## src/rtl/mrt_pkg.sv

```systemverilog
package mrt_pkg;
  localparam int BYTE_W = 8;
  localparam int CNT_W  = 2 * BYTE_W;
  localparam int ADDR_W = 2;
  localparam int FLAG_N = 2;

  localparam logic [ADDR_W-1:0] A_CNT_LO = 2'd0;
  localparam logic [ADDR_W-1:0] A_CNT_HI = 2'd1;
  localparam logic [ADDR_W-1:0] A_MODE   = 2'd2;
  localparam logic [ADDR_W-1:0] A_FLAGS  = 2'd3;

  localparam int F_TMR = 0;
  localparam int F_PIN = 1;

  typedef enum logic [1:0] {
    MD_TIMER = 2'b00,
    MD_PULSE = 2'b01,
    MD_EVENT = 2'b10,
    MD_WIDTH = 2'b11
  } mode_e;

  // bit 7 .. bit 0
  typedef struct packed {
    logic       stop;
    logic       pol;
    mode_e      md;
    logic       alt;
    logic [1:0] div;
    logic       latch_only;
  } mode_t;
endpackage

```

## src/rtl/mrt_prescaler.sv

```systemverilog
module mrt_prescaler #(
  parameter int MIN_LOG2 = 3,
  parameter int SEL_W    = 2
) (
  input  logic             clk,
  input  logic             rst_n,
  input  logic [SEL_W-1:0] div_sel,
  output logic             tick
);
  localparam int NRAT = 1 << SEL_W;
  localparam int PW   = MIN_LOG2 + NRAT - 1;

  logic [PW-1:0]   pcnt;
  logic [NRAT-1:0] term;

  always_ff @(posedge clk) begin
    if (!rst_n) pcnt <= '0;
    else        pcnt <= pcnt + 1'b1;
  end

  for (genvar i = 0; i < NRAT; i++) begin : g_term
    assign term[i] = &pcnt[MIN_LOG2+i-1:0];
  end

  assign tick = term[div_sel];

  AST_PRE_ALIGN: assert property (@(posedge clk) disable iff (!rst_n) tick |=> (pcnt[MIN_LOG2-1:0] == '0));
endmodule

```

## src/rtl/mrt_pin_sync.sv

```systemverilog
module mrt_pin_sync #(
  parameter int STAGES = 2
) (
  input  logic clk,
  input  logic rst_n,
  input  logic pin,
  output logic level,
  output logic rise,
  output logic fall
);
  logic [STAGES-1:0] sq;
  logic              prev;

  always_ff @(posedge clk) begin
    if (!rst_n) begin
      sq   <= '0;
      prev <= 1'b0;
    end else begin
      sq   <= {sq[STAGES-2:0], pin};
      prev <= sq[STAGES-1];
    end
  end

  assign level = sq[STAGES-1];
  assign rise  = level & ~prev;
  assign fall  = ~level & prev;

  AST_SYNC_RISE: assert property (@(posedge clk) disable iff (!rst_n) rise |=> prev);
endmodule

```

## src/rtl/mrt_regif.sv

```systemverilog
module mrt_regif
  import mrt_pkg::*;
(
  input  logic              clk,
  input  logic              rst_n,
  input  logic [ADDR_W-1:0] addr,
  input  logic              wr,
  input  logic              rd,
  input  logic [BYTE_W-1:0] wdata,
  input  logic [CNT_W-1:0]  cnt,
  input  logic [FLAG_N-1:0] flags,
  output logic [BYTE_W-1:0] rdata,
  output mode_t             mode_q,
  output logic              mode_wr,
  output mode_t             mode_wval,
  output logic              latch_wr,
  output logic [CNT_W-1:0]  latch_val,
  output logic [FLAG_N-1:0] flag_clr
);
  logic [BYTE_W-1:0] stage_lo;
  logic [BYTE_W-1:0] snap_lo;
  logic              rd_hi;

  assign mode_wr   = wr && (addr == A_MODE);
  assign mode_wval = mode_t'(wdata);
  assign latch_wr  = wr && (addr == A_CNT_HI);
  assign latch_val = {wdata, stage_lo};
  assign flag_clr  = (wr && (addr == A_FLAGS)) ? wdata[FLAG_N-1:0] : '0;
  assign rd_hi     = rd && (addr == A_CNT_HI);

  always_ff @(posedge clk) begin
    if (!rst_n) begin
      stage_lo <= '0;
      snap_lo  <= '0;
      mode_q   <= '0;
    end else begin
      if (wr && (addr == A_CNT_LO)) stage_lo <= wdata;
      if (mode_wr)                  mode_q   <= mode_wval;
      if (rd_hi)                    snap_lo  <= cnt[BYTE_W-1:0];
    end
  end

  always_comb begin
    rdata = '0;
    if (rd) begin
      case (addr)
        A_CNT_LO: rdata = snap_lo;
        A_CNT_HI: rdata = cnt[CNT_W-1:BYTE_W];
        A_MODE:   rdata = mode_q;
        default:  rdata = {{(BYTE_W-FLAG_N){1'b0}}, flags};
      endcase
    end
  end

  AST_SNAP_TAKE: assert property (@(posedge clk) disable iff (!rst_n) rd_hi |=> (snap_lo == $past(cnt[BYTE_W-1:0])));
  AST_SNAP_HOLD: assert property (@(posedge clk) disable iff (!rst_n) !rd_hi |=> $stable(snap_lo));
endmodule

```

## src/rtl/mrt_counter.sv

```systemverilog
module mrt_counter #(
  parameter int W = 16
) (
  input  logic         clk,
  input  logic         rst_n,
  input  logic         tick,
  input  logic         latch_wr,
  input  logic         load_now,
  input  logic [W-1:0] latch_val,
  input  logic         pulse_mode,
  input  logic         mode_wr,
  input  logic         start_level,
  output logic [W-1:0] cnt,
  output logic         underflow,
  output logic         pulse_out
);
  logic [W-1:0] latch_q;

  assign underflow = tick && !load_now && (cnt == '0);

  always_ff @(posedge clk) begin
    if (!rst_n) begin
      latch_q   <= '0;
      cnt       <= '0;
      pulse_out <= 1'b1;
    end else begin
      if (latch_wr) latch_q <= latch_val;
      if (load_now)       cnt <= latch_val;
      else if (underflow) cnt <= latch_q;
      else if (tick)      cnt <= cnt - 1'b1;
      if (mode_wr)                      pulse_out <= start_level;
      else if (underflow && pulse_mode) pulse_out <= ~pulse_out;
    end
  end

  AST_LOAD_NOW:   assert property (@(posedge clk) disable iff (!rst_n) load_now |=> (cnt == $past(latch_val)));
  AST_LATCH_ONLY: assert property (@(posedge clk) disable iff (!rst_n) (latch_wr && !load_now && !tick) |=> $stable(cnt));
  AST_RELOAD:     assert property (@(posedge clk) disable iff (!rst_n) underflow |=> (cnt == $past(latch_q)));
  AST_DECREMENT:  assert property (@(posedge clk) disable iff (!rst_n) (tick && !load_now && cnt != '0) |=> (cnt == $past(cnt) - 1'b1));
  AST_PULSE_FLIP: assert property (@(posedge clk) disable iff (!rst_n) (underflow && pulse_mode && !mode_wr) |=> (pulse_out != $past(pulse_out)));
  AST_PULSE_HOLD: assert property (@(posedge clk) disable iff (!rst_n) (!pulse_mode && !mode_wr) |=> $stable(pulse_out));
endmodule

```

## src/rtl/mm_reload_timer.sv

```systemverilog
module mm_reload_timer
  import mrt_pkg::*;
(
  input  logic              clk,
  input  logic              rst_n,
  input  logic [1:0]        bus_addr,
  input  logic              bus_wr,
  input  logic              bus_rd,
  input  logic [7:0]        bus_wdata,
  output logic [7:0]        bus_rdata,
  input  logic              alt_tick,
  input  logic              ext_pin,
  output logic              pulse_out,
  output logic              irq_tmr,
  output logic              irq_pin
);
  mode_t              mode_q, mode_wval;
  logic               mode_wr, latch_wr, load_now;
  logic [CNT_W-1:0]   latch_val, cnt;
  logic [FLAG_N-1:0]  flag_clr, flags;
  logic               pre_tick, src_tick, cnt_tick, underflow;
  logic               pin_lvl, pin_rise, pin_fall, pin_evt;

  mrt_regif u_regif (
    .clk(clk), .rst_n(rst_n), .addr(bus_addr), .wr(bus_wr), .rd(bus_rd),
    .wdata(bus_wdata), .cnt(cnt), .flags(flags), .rdata(bus_rdata),
    .mode_q(mode_q), .mode_wr(mode_wr), .mode_wval(mode_wval),
    .latch_wr(latch_wr), .latch_val(latch_val), .flag_clr(flag_clr)
  );

  mrt_prescaler #(.MIN_LOG2(3), .SEL_W(2)) u_pre (
    .clk(clk), .rst_n(rst_n), .div_sel(mode_q.div), .tick(pre_tick)
  );

  mrt_pin_sync #(.STAGES(2)) u_sync (
    .clk(clk), .rst_n(rst_n), .pin(ext_pin),
    .level(pin_lvl), .rise(pin_rise), .fall(pin_fall)
  );

  assign src_tick = mode_q.alt ? alt_tick : pre_tick;
  assign pin_evt  = mode_q.pol ? pin_rise : pin_fall;
  assign load_now = latch_wr && !mode_q.latch_only;

  always_comb begin
    case (mode_q.md)
      MD_EVENT: cnt_tick = mode_q.pol ? pin_fall : pin_rise;
      MD_WIDTH: cnt_tick = src_tick && (pin_lvl != mode_q.pol);
      default:  cnt_tick = src_tick;
    endcase
    if (mode_q.stop) cnt_tick = 1'b0;
  end

  mrt_counter #(.W(CNT_W)) u_cnt (
    .clk(clk), .rst_n(rst_n), .tick(cnt_tick), .latch_wr(latch_wr),
    .load_now(load_now), .latch_val(latch_val),
    .pulse_mode(mode_q.md == MD_PULSE), .mode_wr(mode_wr),
    .start_level(~mode_wval.pol), .cnt(cnt), .underflow(underflow),
    .pulse_out(pulse_out)
  );

  always_ff @(posedge clk) begin
    if (!rst_n) flags <= '0;
    else begin
      flags[F_TMR] <= (flags[F_TMR] & ~flag_clr[F_TMR]) | underflow;
      flags[F_PIN] <= (flags[F_PIN] & ~flag_clr[F_PIN]) | pin_evt;
    end
  end

  assign irq_tmr = flags[F_TMR];
  assign irq_pin = flags[F_PIN];

  AST_STOP_HOLD:  assert property (@(posedge clk) disable iff (!rst_n) (mode_q.stop && !load_now) |=> $stable(cnt));
  AST_TMR_SET:    assert property (@(posedge clk) disable iff (!rst_n) underflow |=> irq_tmr);
  AST_TMR_STICKY: assert property (@(posedge clk) disable iff (!rst_n) (irq_tmr && !flag_clr[F_TMR]) |=> irq_tmr);
  AST_PIN_STICKY: assert property (@(posedge clk) disable iff (!rst_n) (irq_pin && !flag_clr[F_PIN]) |=> irq_pin);
  AST_PIN_SET:    assert property (@(posedge clk) disable iff (!rst_n) pin_evt |=> irq_pin);
endmodule

```

## config.mk

```make
export PLATFORM = sky130hd
export DESIGN_NAME = mm_reload_timer
export DESIGN_NICKNAME = d
export VERILOG_FILES = /design/src/rtl/mrt_pkg.sv /design/src/rtl/mrt_prescaler.sv /design/src/rtl/mrt_pin_sync.sv /design/src/rtl/mrt_regif.sv /design/src/rtl/mrt_counter.sv /design/src/rtl/mm_reload_timer.sv
export SDC_FILE = /design/constraint.sdc
export NUM_CORES = 1
export LEC_CHECK = 0
export ABC_AREA = 1
export BUFFER_PORTS_ARGS = -buffer_cell sky130_fd_sc_hd__clkbuf_2
export CAP_MARGIN = 40
export CORE_ASPECT_RATIO = 1.5
export CORE_MARGIN = 2
export CORE_UTILIZATION = 63
export CTS_BUF_LIST = sky130_fd_sc_hd__clkbuf_8
export DETAILED_ROUTE_END_ITERATION = 10
export HOLD_SLACK_MARGIN = 0.05
export PLACE_DENSITY = 0.87
export SLEW_MARGIN = 20
export SYNTH_ARGS = -nofsm -noshare
export SYNTH_HDL_FRONTEND = slang
export SYNTH_HIERARCHICAL = 1
export SYNTH_SLANG_ARGS = --single-unit
export TNS_END_PERCENT = 10
```

## constraint.sdc

```tcl
create_clock -name clk -period 2.7 [get_ports clk]
set_input_delay 0.54 -clock clk [delete_from_list [all_inputs] [get_ports clk]]
set_output_delay 0.54 -clock clk [all_outputs]
set_load 0.05 [all_outputs]
```

Word-level counts from Yosys, hierarchy flattened
Index checks and enable logic that the tools add are counted.
{ "classes": {"n_mul": 0, "shift": 0, "muxes": 15, "div_mod_pow": 0, "order_cmp": 1, "addsub": 2, "eq_ne": 7, "n_reduce_logical": 20, "n_bitwise": 12} }
{ "op_table": {"columns": ["cell", "n"], "rows": [
  ["2-to-1 mux 16 bit", 3],
  ["case mux 8 bit (3 select lines)", 1],
  ["zero test 16 bit", 1],
  ["subtractor 16 x 1 -> 16 bit, second input constant", 1],
  ["logical AND 1 bit", 10],
  ["equality test 2 bit, second input constant", 4],
  ["2-to-1 mux 8 bit", 1],
  ["2-to-1 mux 1 bit", 7],
  ["adder 6 x 1 -> 6 bit, second input constant", 1],
  ["inverter 1 bit", 6],
  ["AND reduction 6 bit", 1],
  ["AND reduction 5 bit", 1],
  ["AND 1 bit", 4],
  ["equality test 2 x 1 -> 1 bit, second input constant", 2],
  ["AND reduction 4 bit", 1],
  ["< comparator 2 x 3 -> 1 bit, second input constant", 1],
  ["AND reduction 3 bit", 1],
  ["nonzero test 3 bit", 1],
  ["binary-select mux 1 bit (select 2 bit)", 1],
  ["zero test 1 bit", 2],
  ["zero test 2 bit", 1],
  ["2-to-1 mux 2 bit", 1],
  ["OR 1 bit", 2],
  ["case mux 1 bit (2 select lines)", 1],
  ["other kinds (2)", 2]
]} }
{ "word_totals": {"ramBits": 0, "reg_bits": 68, "word_cells": 72, "mem_count": 0, "latch_bits": 0, "output_inout_bits": 11, "romBits": 0, "in_bits": 16} }

Logic depth before layout (Yosys ltp)
Gate-level depths: netlist (run 1).
{ "depth": {"word_depth": 12, "depth_mapped": 20} }

By module
Netlist (run 1), hierarchy kept.
{ "by_module_without_submodules": {"columns": ["module", "instances", "area_each_um2", "cells_per_inst", "seq_area_each_um2"], "rows": [
  ["mrt_counter", 1, 1870.5, 258, 660.6],
  ["mrt_regif", 1, 1442.6, 215, 480.5],
  ["mrt_prescaler", 1, 291.5, 38, 120.1],
  ["mm_reload_timer", 1, 187.7, 35, 40.0],
  ["mrt_pin_sync", 1, 100.1, 13, 60.1]
]} }

Worst setup path before layout (run 1)
Ideal clock, no wire load.
{ "synth_path": {"path_type": "reg2reg", "start": "reg u_pre.pcnt[0]", "end": "reg u_cnt.cnt[1]", "stages_incl_launch_ff": 20, "required_time_ns": 2.591, "setup_ns": 0.109, "slack_ns": 0.433, "arrival_ns": 2.157, "cell_sequence": "dfxtp_1 > ha_1 > and3_2 > ha_1 > o21ai_0 > o21ai_1 > inv_1 > nand2_1 > nand2_1 > nor2_1 > nand2_1 > a21oi_2 > inv_1 > nor2_4 > nand3_1 > nand3b_4 > nand2_1 > nand3_1 > nand2_1 > inv_1"} }
{ "synth_via": {"elab_chain_cells": 11} }
{ "synth_rtl": {"columns": ["element", "line", "source"], "rows": [
  ["start: declaration", "mrt_prescaler.sv:13", "logic [PW-1:0] pcnt;"],
  ["start signal: assignment", "mrt_prescaler.sv:18", "else pcnt <= pcnt + 1'b1;"],
  ["AND reduction 6 bit (tied with other cells)", "mrt_prescaler.sv:22", "assign term[i] = &pcnt[MIN_LOG2+i-1:0];"],
  ["binary-select mux 1 bit (select 2 bit) (*)", "mrt_prescaler.sv:25", "assign tick = term[div_sel];"],
  ["2-to-1 mux 1 bit (not written as such) (*)", "mrt_prescaler.sv:25", null],
  ["named net pre_tick", "mm_reload_timer.sv:21", "logic pre_tick, src_tick, cnt_tick, underflow;"],
  ["2-to-1 mux 1 bit (*)", "mm_reload_timer.sv:40", "assign src_tick = mode_q.alt ? alt_tick : pre_tick;"],
  ["logical AND 1 bit", "mm_reload_timer.sv:47", "MD_WIDTH: cnt_tick = src_tick && (pin_lvl != mode_q.pol);"],
  ["case mux 1 bit (2 select lines) (*)", "mm_reload_timer.sv:45", "case (mode_q.md)"],
  ["2-to-1 mux 1 bit (*)", "mm_reload_timer.sv:50", "if (mode_q.stop) cnt_tick = 1'b0;"],
  ["named net cnt_tick", "mm_reload_timer.sv:21", null],
  ["logical AND 1 bit (2 in series)", "mrt_counter.sv:19", "assign underflow = tick && !load_now && (cnt == '0);"],
  ["2-to-1 mux 16 bit", "mrt_counter.sv:29", "else if (underflow) cnt <= latch_q;"],
  ["2-to-1 mux 16 bit", "mrt_counter.sv:28", "if (load_now) cnt <= latch_val;"],
  ["end signal: assignment", "mrt_counter.sv:28", null],
  ["end signal: assignment", "mrt_counter.sv:29", null],
  ["end signal: assignment", "mrt_counter.sv:30", "else if (tick) cnt <= cnt - 1'b1;"],
  ["end: declaration", "mrt_counter.sv:13", "output logic [W-1:0] cnt,"]
]} }
Mark *: on every way through the listed nets, which the timed path passes. The rest lies on a longest branch. The select of a mux whose other input is x is not followed.
A chain may end at the register's enable or synchronous reset.

Worst setup path in the final report (run 1)
{ "layout_path": {"start": "reg u_pre.pcnt[0]", "end": "reg u_cnt.cnt[11]"} }
The elaborated chain is that of the path after synthesis.

==> run_results.csv, run 1 <==
group,metric,value,unit
status,status,"finished clean",
critical_path,crit_path_start,"u_pre/pcnt[0]",
die,num_rows,34,
sta,max_slew.worst_pin.slew,0.650,ns
power_and_ir_drop,power.switching,1.02,mW
synth,synthCells,552,
sta,drv_slew,0,
routing,vias,3871,
die,die_area,6750,µm²
global_route,grt_max_degree,52,
routing,route.detailed.wl_per_inst,16.2,µm
global_route,antenna_found_initial,0,
finish,num-nets-final,591,
finish,ff_latch_area,1360,µm²
routing,dr.pass1.iters,8,
die,io_pins,27,
clock_tree,cts_root_buf,"clkbuf_8",
global_route,grt_pass1_wl,16800,µm
placed_design,dpl.hpwl,7310,µm
sta,hold_viol_final,0,
critical_path,cp-end-kind,"flop",
placed_design,dp_slack,0.138,ns
routing,drtIter0Drc,466,
routing,viasPerCell,5.97,
sta,max_slew_margin,56.6,%
finish,layout-drive-gt1-share,15.5,%
placed_design,place_congestion,0.951,
die,initial_core_util,65.9,%
routing,postRouteAntennaNets,0,
routing,drcViolationCount,0,
sta,finalCriticalPeriod,2.55,ns
synth,yosysWarnings,6,
power_and_ir_drop,p_total,2.88,mW
synth,synth_nets,572,
finish,nFillCells,457,
placed_design,numPortBuffers,26,
clock_tree,cts.sinks,68,
power_and_ir_drop,swShare,35.3,%
synth,syn_avg_cell_area,6.96,µm²
power_and_ir_drop,ir_worst_vdd,0.000692,V
critical_path,cp_max_fo,8,
placed_design,dp_cells,629,
power_and_ir_drop,p_clk_share,32.2,%
clock_tree,cts_max_level,3,
power_and_ir_drop,leakagePower,1.94,nW
synth,syn-cell-area,3840,µm²
critical_path,critical_path_class,"reg2reg",
critical_path,reg2reg_from,"u_pre/pcnt[0]",
clock_tree,cts-buffers-inserted,9,
sta,tns,0,ns
clock_tree,hold_buffers,0,
critical_path,cp-start-kind,"flop",
global_route,track_usage,33.4,%
sta,layout_setup_ws,0.150,ns
placed_design,place_area,3940,µm²
clock_tree,clk_pin_slew_worst_paths,0.08,ns
sta,finClkSkew,0.00616,ns
sta,fmax,0.392,GHz
power_and_ir_drop,combinationalPowerShare,27.7,%
clock_tree,cts_tree,"built",
finish,final_cell_mix,"nand2_1 (98), nor2_1 (78), inv_1 (70)",
sta,hold_slack,0.359,ns
power_and_ir_drop,p_seq_share,40.1,%
run,cap_violations,0,
finish,multi_input_area,2010,µm²
die,die_h,99.6,µm
finish,finalNonFillerCells,648,
global_route,grt_overflow_total,0,
finish,fin_area,4180,µm²
min_path,worstHoldPathType,"in2reg",
global_route,grt_pass1_vias,3546,
finish,layout_commonest_cell,"nand2_1",
clock_tree,insertion_delay,0.36,ns
power_and_ir_drop,internal_power,1.86,mW
finish,area_growth,8.96,%
clock_tree,clock_path_buffers,2,
min_path,worstHoldStart,"ext_pin",
sta,setup_viol,0,
critical_path,cp_data_arrival_time,2.84,ns
die,die_w,67.7,µm
routing,drt-total-wl,10500,µm
finish,final_core_util,71.8,%
die,core_area,5830,µm²
finish,antenna_cells,0,
sta,period_share,94.5,%
critical_path,crit_required,2.99,ns
power_and_ir_drop,powerDensity,688,nW/µm²
[registers in the layout, indices dropped and copies added (netlist names)]
register,cells
u_cnt/pulse_out,1
u_regif/stage_lo,8
u_cnt/cnt,16
u_pre/pcnt,6
u_regif/mode_q,8
u_sync/prev,1
flags,2
u_sync/sq,2
u_regif/snap_lo,8
u_cnt/latch_q,16
[timing repair]
| item | 4_1_cts | 5_1_grt |
|---|---|---|
| endpoints found under the setup margin | 0 | 11 |
| buffers inserted | 0 | 3 |
| resized for setup | 0 | 5 |
[path summary, 6_finish.rpt]
check | to | slack, ns | cells past startpoint
max | u_cnt/cnt[11] | 0.15 | 19
max reg2reg | u_cnt/cnt[11] | 0.15 | 19
min | u_sync/sq[0] | 0.36 | 3
min reg2reg | u_pre/pcnt[0] | 0.43 | 1
[area by class of cell]
cell class	instances	area share, %
tap	72	2.15
inverter	75	6.73
sequential	68	32.6
clock buffer	9	2.96
multi-input combinational	379	48.1
timing repair buffer	38	5.26
clock inverter	7	2.21
[routing by layer]
| metal | up-vias | track usage (%) | wire (µm) |
|---|---|---|---|
| li1 | 1814 | - | - |
| met1 | 1790 | 39.0 | 3860 |
| met2 | 217 | 54.6 | 5170 |
| met3 | 50 | 7.35 | 856 |
| met4 | 0 | 19.5 | 593 |
| met5 | - | 0 | 0 |
[power groups by stage]
stage	registers [mW]	clock network [mW]	logic, mW
CTS	1.15	0.928	0.766
detailed placement	1.17	0	0.760
finish	1.15	0.927	0.796
global placement	1.17	0	0.746
floorplan	1.15	0	0.622
global route	1.16	0.968	0.868
[worst max-delay path, stage by stage, from the launching register on]
cell and delay (ns):
dfxtp_2 0.35, ha_2 0.20, and3_2 0.18, ha_1 0.12
o21ai_0 0.08, o21ai_1 0.08, inv_1 0.05, nand2_1 0.07
nand2_1 0.06, nor2_1 0.08, nand2_1 0.06, a21oi_2 0.14
inv_1 0.09, nor2_4 0.13, nand2_2 0.08, nor2_4 0.18
nand4_4 0.16, nand3_1 0.13, nand3_1 0.10, a21oi_1 0.13
Power figures use the tool's default switching activity.
==> run 2: changes to the inputs <==
--- a/config.mk
+++ b/config.mk
@@ -10,11 +10,11 @@
 export CAP_MARGIN = 40
 export CORE_ASPECT_RATIO = 1.5
 export CORE_MARGIN = 2
-export CORE_UTILIZATION = 63
+export CORE_UTILIZATION = 60
 export CTS_BUF_LIST = sky130_fd_sc_hd__clkbuf_8
 export DETAILED_ROUTE_END_ITERATION = 10
 export HOLD_SLACK_MARGIN = 0.05
-export PLACE_DENSITY = 0.87
+export PLACE_DENSITY = 0.83
 export SLEW_MARGIN = 20
 export SYNTH_ARGS = -nofsm -noshare
 export SYNTH_HDL_FRONTEND = slang
==> run_results.csv, run 2 (same netlist as run 1, synthesis figures left out) <==
group,metric,value,unit
clock_tree,cts.sinks,68,
min_path,worstHoldPathType,"in2reg",
critical_path,critical_path_class,"reg2reg",
critical_path,cp_top_family,"simple AND/OR/NAND/NOR gates",
routing,postRouteAntennaNets,0,
clock_tree,cts_max_level,3,
die,core_area,6170,µm²
sta,finClkSkew,0.00834,ns
finish,area_growth,10.4,%
routing,viasPerCell,5.72,
sta,layout_setup_ws,0.113,ns
sta,hold_slack,0.371,ns
global_route,grt_pass1_vias,3417,
placed_design,place_congestion,0.882,
placed_design,numPortBuffers,26,
sta,period_share,95.8,%
sta,setup_viol,0,
sta,fmax,0.386,GHz
routing,route.detailed.wl_per_inst,15.7,µm
clock_tree,clock_path_buffers,2,
clock_tree,cts_root_buf,"clkbuf_8",
finish,antenna_cells,0,
finish,largest_registers,"u_cnt/cnt (16), u_cnt/latch_q (16)",
sta,max_slew_margin,56.2,%
routing,vias,3720,
critical_path,crit_buf_inv,4,
finish,layout-drive-gt1-share,16.5,%
run,cap_violations,0,
critical_path,crit_top_cell,"nand2_1",
power_and_ir_drop,leakagePower,1.96,nW
die,initial_core_util,62.2,%
critical_path,cp_num_cells,20,
global_route,grt_overflow_total,0,
critical_path,crit_required,2.91,ns
status,status,"finished clean",
routing,dr.pass1.iters,6,
finish,nFillCells,530,
min_path,min_to,"u_sync/sq[0]",
die,num_rows,35,
power_and_ir_drop,powerDensity,692,nW/µm²
critical_path,reg2reg_from,"u_pre/pcnt[0]",
critical_path,crit_path_top_delay_cell,"dfxtp_4",
routing,drcViolationCount,0,
global_route,grt_max_degree,52,
finish,num-nets-final,591,
clock_tree,insertion_delay,0.35,ns
sta,finalCriticalPeriod,2.59,ns
critical_path,cp-start-kind,"flop",
clock_tree,cts-buffers-inserted,9,
finish,final_core_util,68.6,%
min_path,hold_path_depth,3,
finish,final_cell_mix,"nand2_1 (98), nor2_1 (78), inv_1 (68)",
critical_path,crit_path_cell_trace,"ha_4 -> and3_2 -> ha_1 -> o21ai_1 -> o21ai_1 -> inv_1 -> nand2_1 -> nand2_1 -> nor2_1 -> nand2_1 -> a21oi_2 -> inv_2 -> nor2_4 -> nand2_2 -> nor2_4 -> buf_4 -> buf_4 -> nand3b_1 -> nand3_1 -> a21oi_1",
clock_tree,hold_buffers,0,
power_and_ir_drop,p_total,2.93,mW
global_route,grt_pass1_wl,16300,µm
die,die_h,102,µm
sta,hold_viol_final,0,
critical_path,reg2reg_setup_slack,0.11,ns
clock_tree,clk_pin_slew_worst_paths,0.08,ns
critical_path,r2r_end,"u_cnt/cnt[15]",
sta,rsz0062_at_grt,"yes",
clock_tree,cts_tree,"built",
routing,drt-total-wl,10200,µm
power_and_ir_drop,ir_worst_vdd,0.000577,V
sta,max_slew.worst_pin.slew,0.656,ns
die,die_w,69.3,µm
critical_path,cp_max_fo,4,
finish,layout_commonest_cell,"nand2_1",
critical_path,cp_data_arrival_time,2.80,ns
placed_design,dpl.hpwl,7010,µm
global_route,track_usage,29.5,%
die,die_area,7070,µm²
sta,drv_slew,0,
sta,tns,0,ns
min_path,worstHoldStart,"ext_pin",
placed_design,dp_slack,0.130,ns
critical_path,slowest_delay,0.37,ns
die,io_pins,27,
routing,drtIter0Drc,348,
critical_path,cp-end-kind,"flop",
global_route,antenna_found_initial,0,
critical_path,reg2regPathDepth,20,
-- run 2: cell count changes in the layout (fill, tap and decap cells not counted), moves of 2 or more --
| cell | delta |
|---|---|
| clkbuf_8 | +2 |
| nand3_2 | +4 |
| inv_1 | -2 |
| nand3_1 | -4 |
-- run 2: worst reg2reg max path, stage by stage, from the launching register on --
cell and delay (ns):
dfxtp_4 0.37, ha_4 0.14, and3_2 0.18, ha_1 0.14, o21ai_1 0.06, o21ai_1 0.08
inv_1 0.05, nand2_1 0.05, nand2_1 0.06, nor2_1 0.08, nand2_1 0.06, a21oi_2 0.16
inv_2 0.06, nor2_4 0.15, nand2_2 0.08, nor2_4 0.17, buf_4 0.15, buf_4 0.11
nand3b_1 0.09, nand3_1 0.12, a21oi_1 0.07
-- run 2: how the worst max path moves through the flow --
stage	start	to	slack (ns)
finish	u_pre/pcnt[0]	u_cnt/cnt[15]	0.11
CTS	u_pre/pcnt[0]	u_cnt/cnt[2]	0.1
global placement	u_pre/pcnt[0]	u_cnt/cnt[2]	0.21
global route	u_pre/pcnt[0]	u_cnt/cnt[15]	-0.08
detailed placement	u_pre/pcnt[0]	u_cnt/cnt[13]	0.13
floorplan	u_pre/pcnt[0]	u_cnt/cnt[1]	0.43
-- run 2: what timing repair did --
action | CTS | global route
resized for setup | 0 | 13
endpoints found under the hold margin | 0 | 0
buffers inserted | 0 | 4
endpoints found under the setup margin | 0 | 15
-- run 2: metal layers --
metal	global-route usage, %	wire length (µm)	vias up
met5	0	0	-
li1	-	-	1814
met3	5.13	695	36
met4	16.9	462	0
met1	33.6	3830	1693
met2	52.3	5200	177
-- run 2: cell type report --
type | instances | area [µm²] | share of cell area, %
clock buffer | 11 | 151 | 3.57
clock inverter | 5 | 83.8 | 1.98
inverter | 75 | 282 | 6.64
multi-input combinational | 379 | 2040 | 48.2
sequential | 68 | 1370 | 32.2
tap | 74 | 92.6 | 2.18
timing repair buffer | 38 | 220 | 5.20
-- run 2: through the flow --
stage | cell area (µm²) | instances
2_1_floorplan | 3840 | 552
6_report | 4240 | 650
5_1_grt | 4240 | 650
3_5_place_dp | 3930 | 630
4_1_cts | 4170 | 646
3_3_place_gp | 3930 | 630
-- run 2: power by group --
| group | leakage [nW] | total (mW) | switching [mW] | internal, mW |
|---|---|---|---|---|
| logic | 1.29 | 0.810 | 0.526 | 0.284 |
| clock network | 0.112 | 0.971 | 0.399 | 0.572 |
| registers | 0.556 | 1.15 | 0.0855 | 1.07 |
| total | 1.96 | 2.93 | 1.01 | 1.92 |
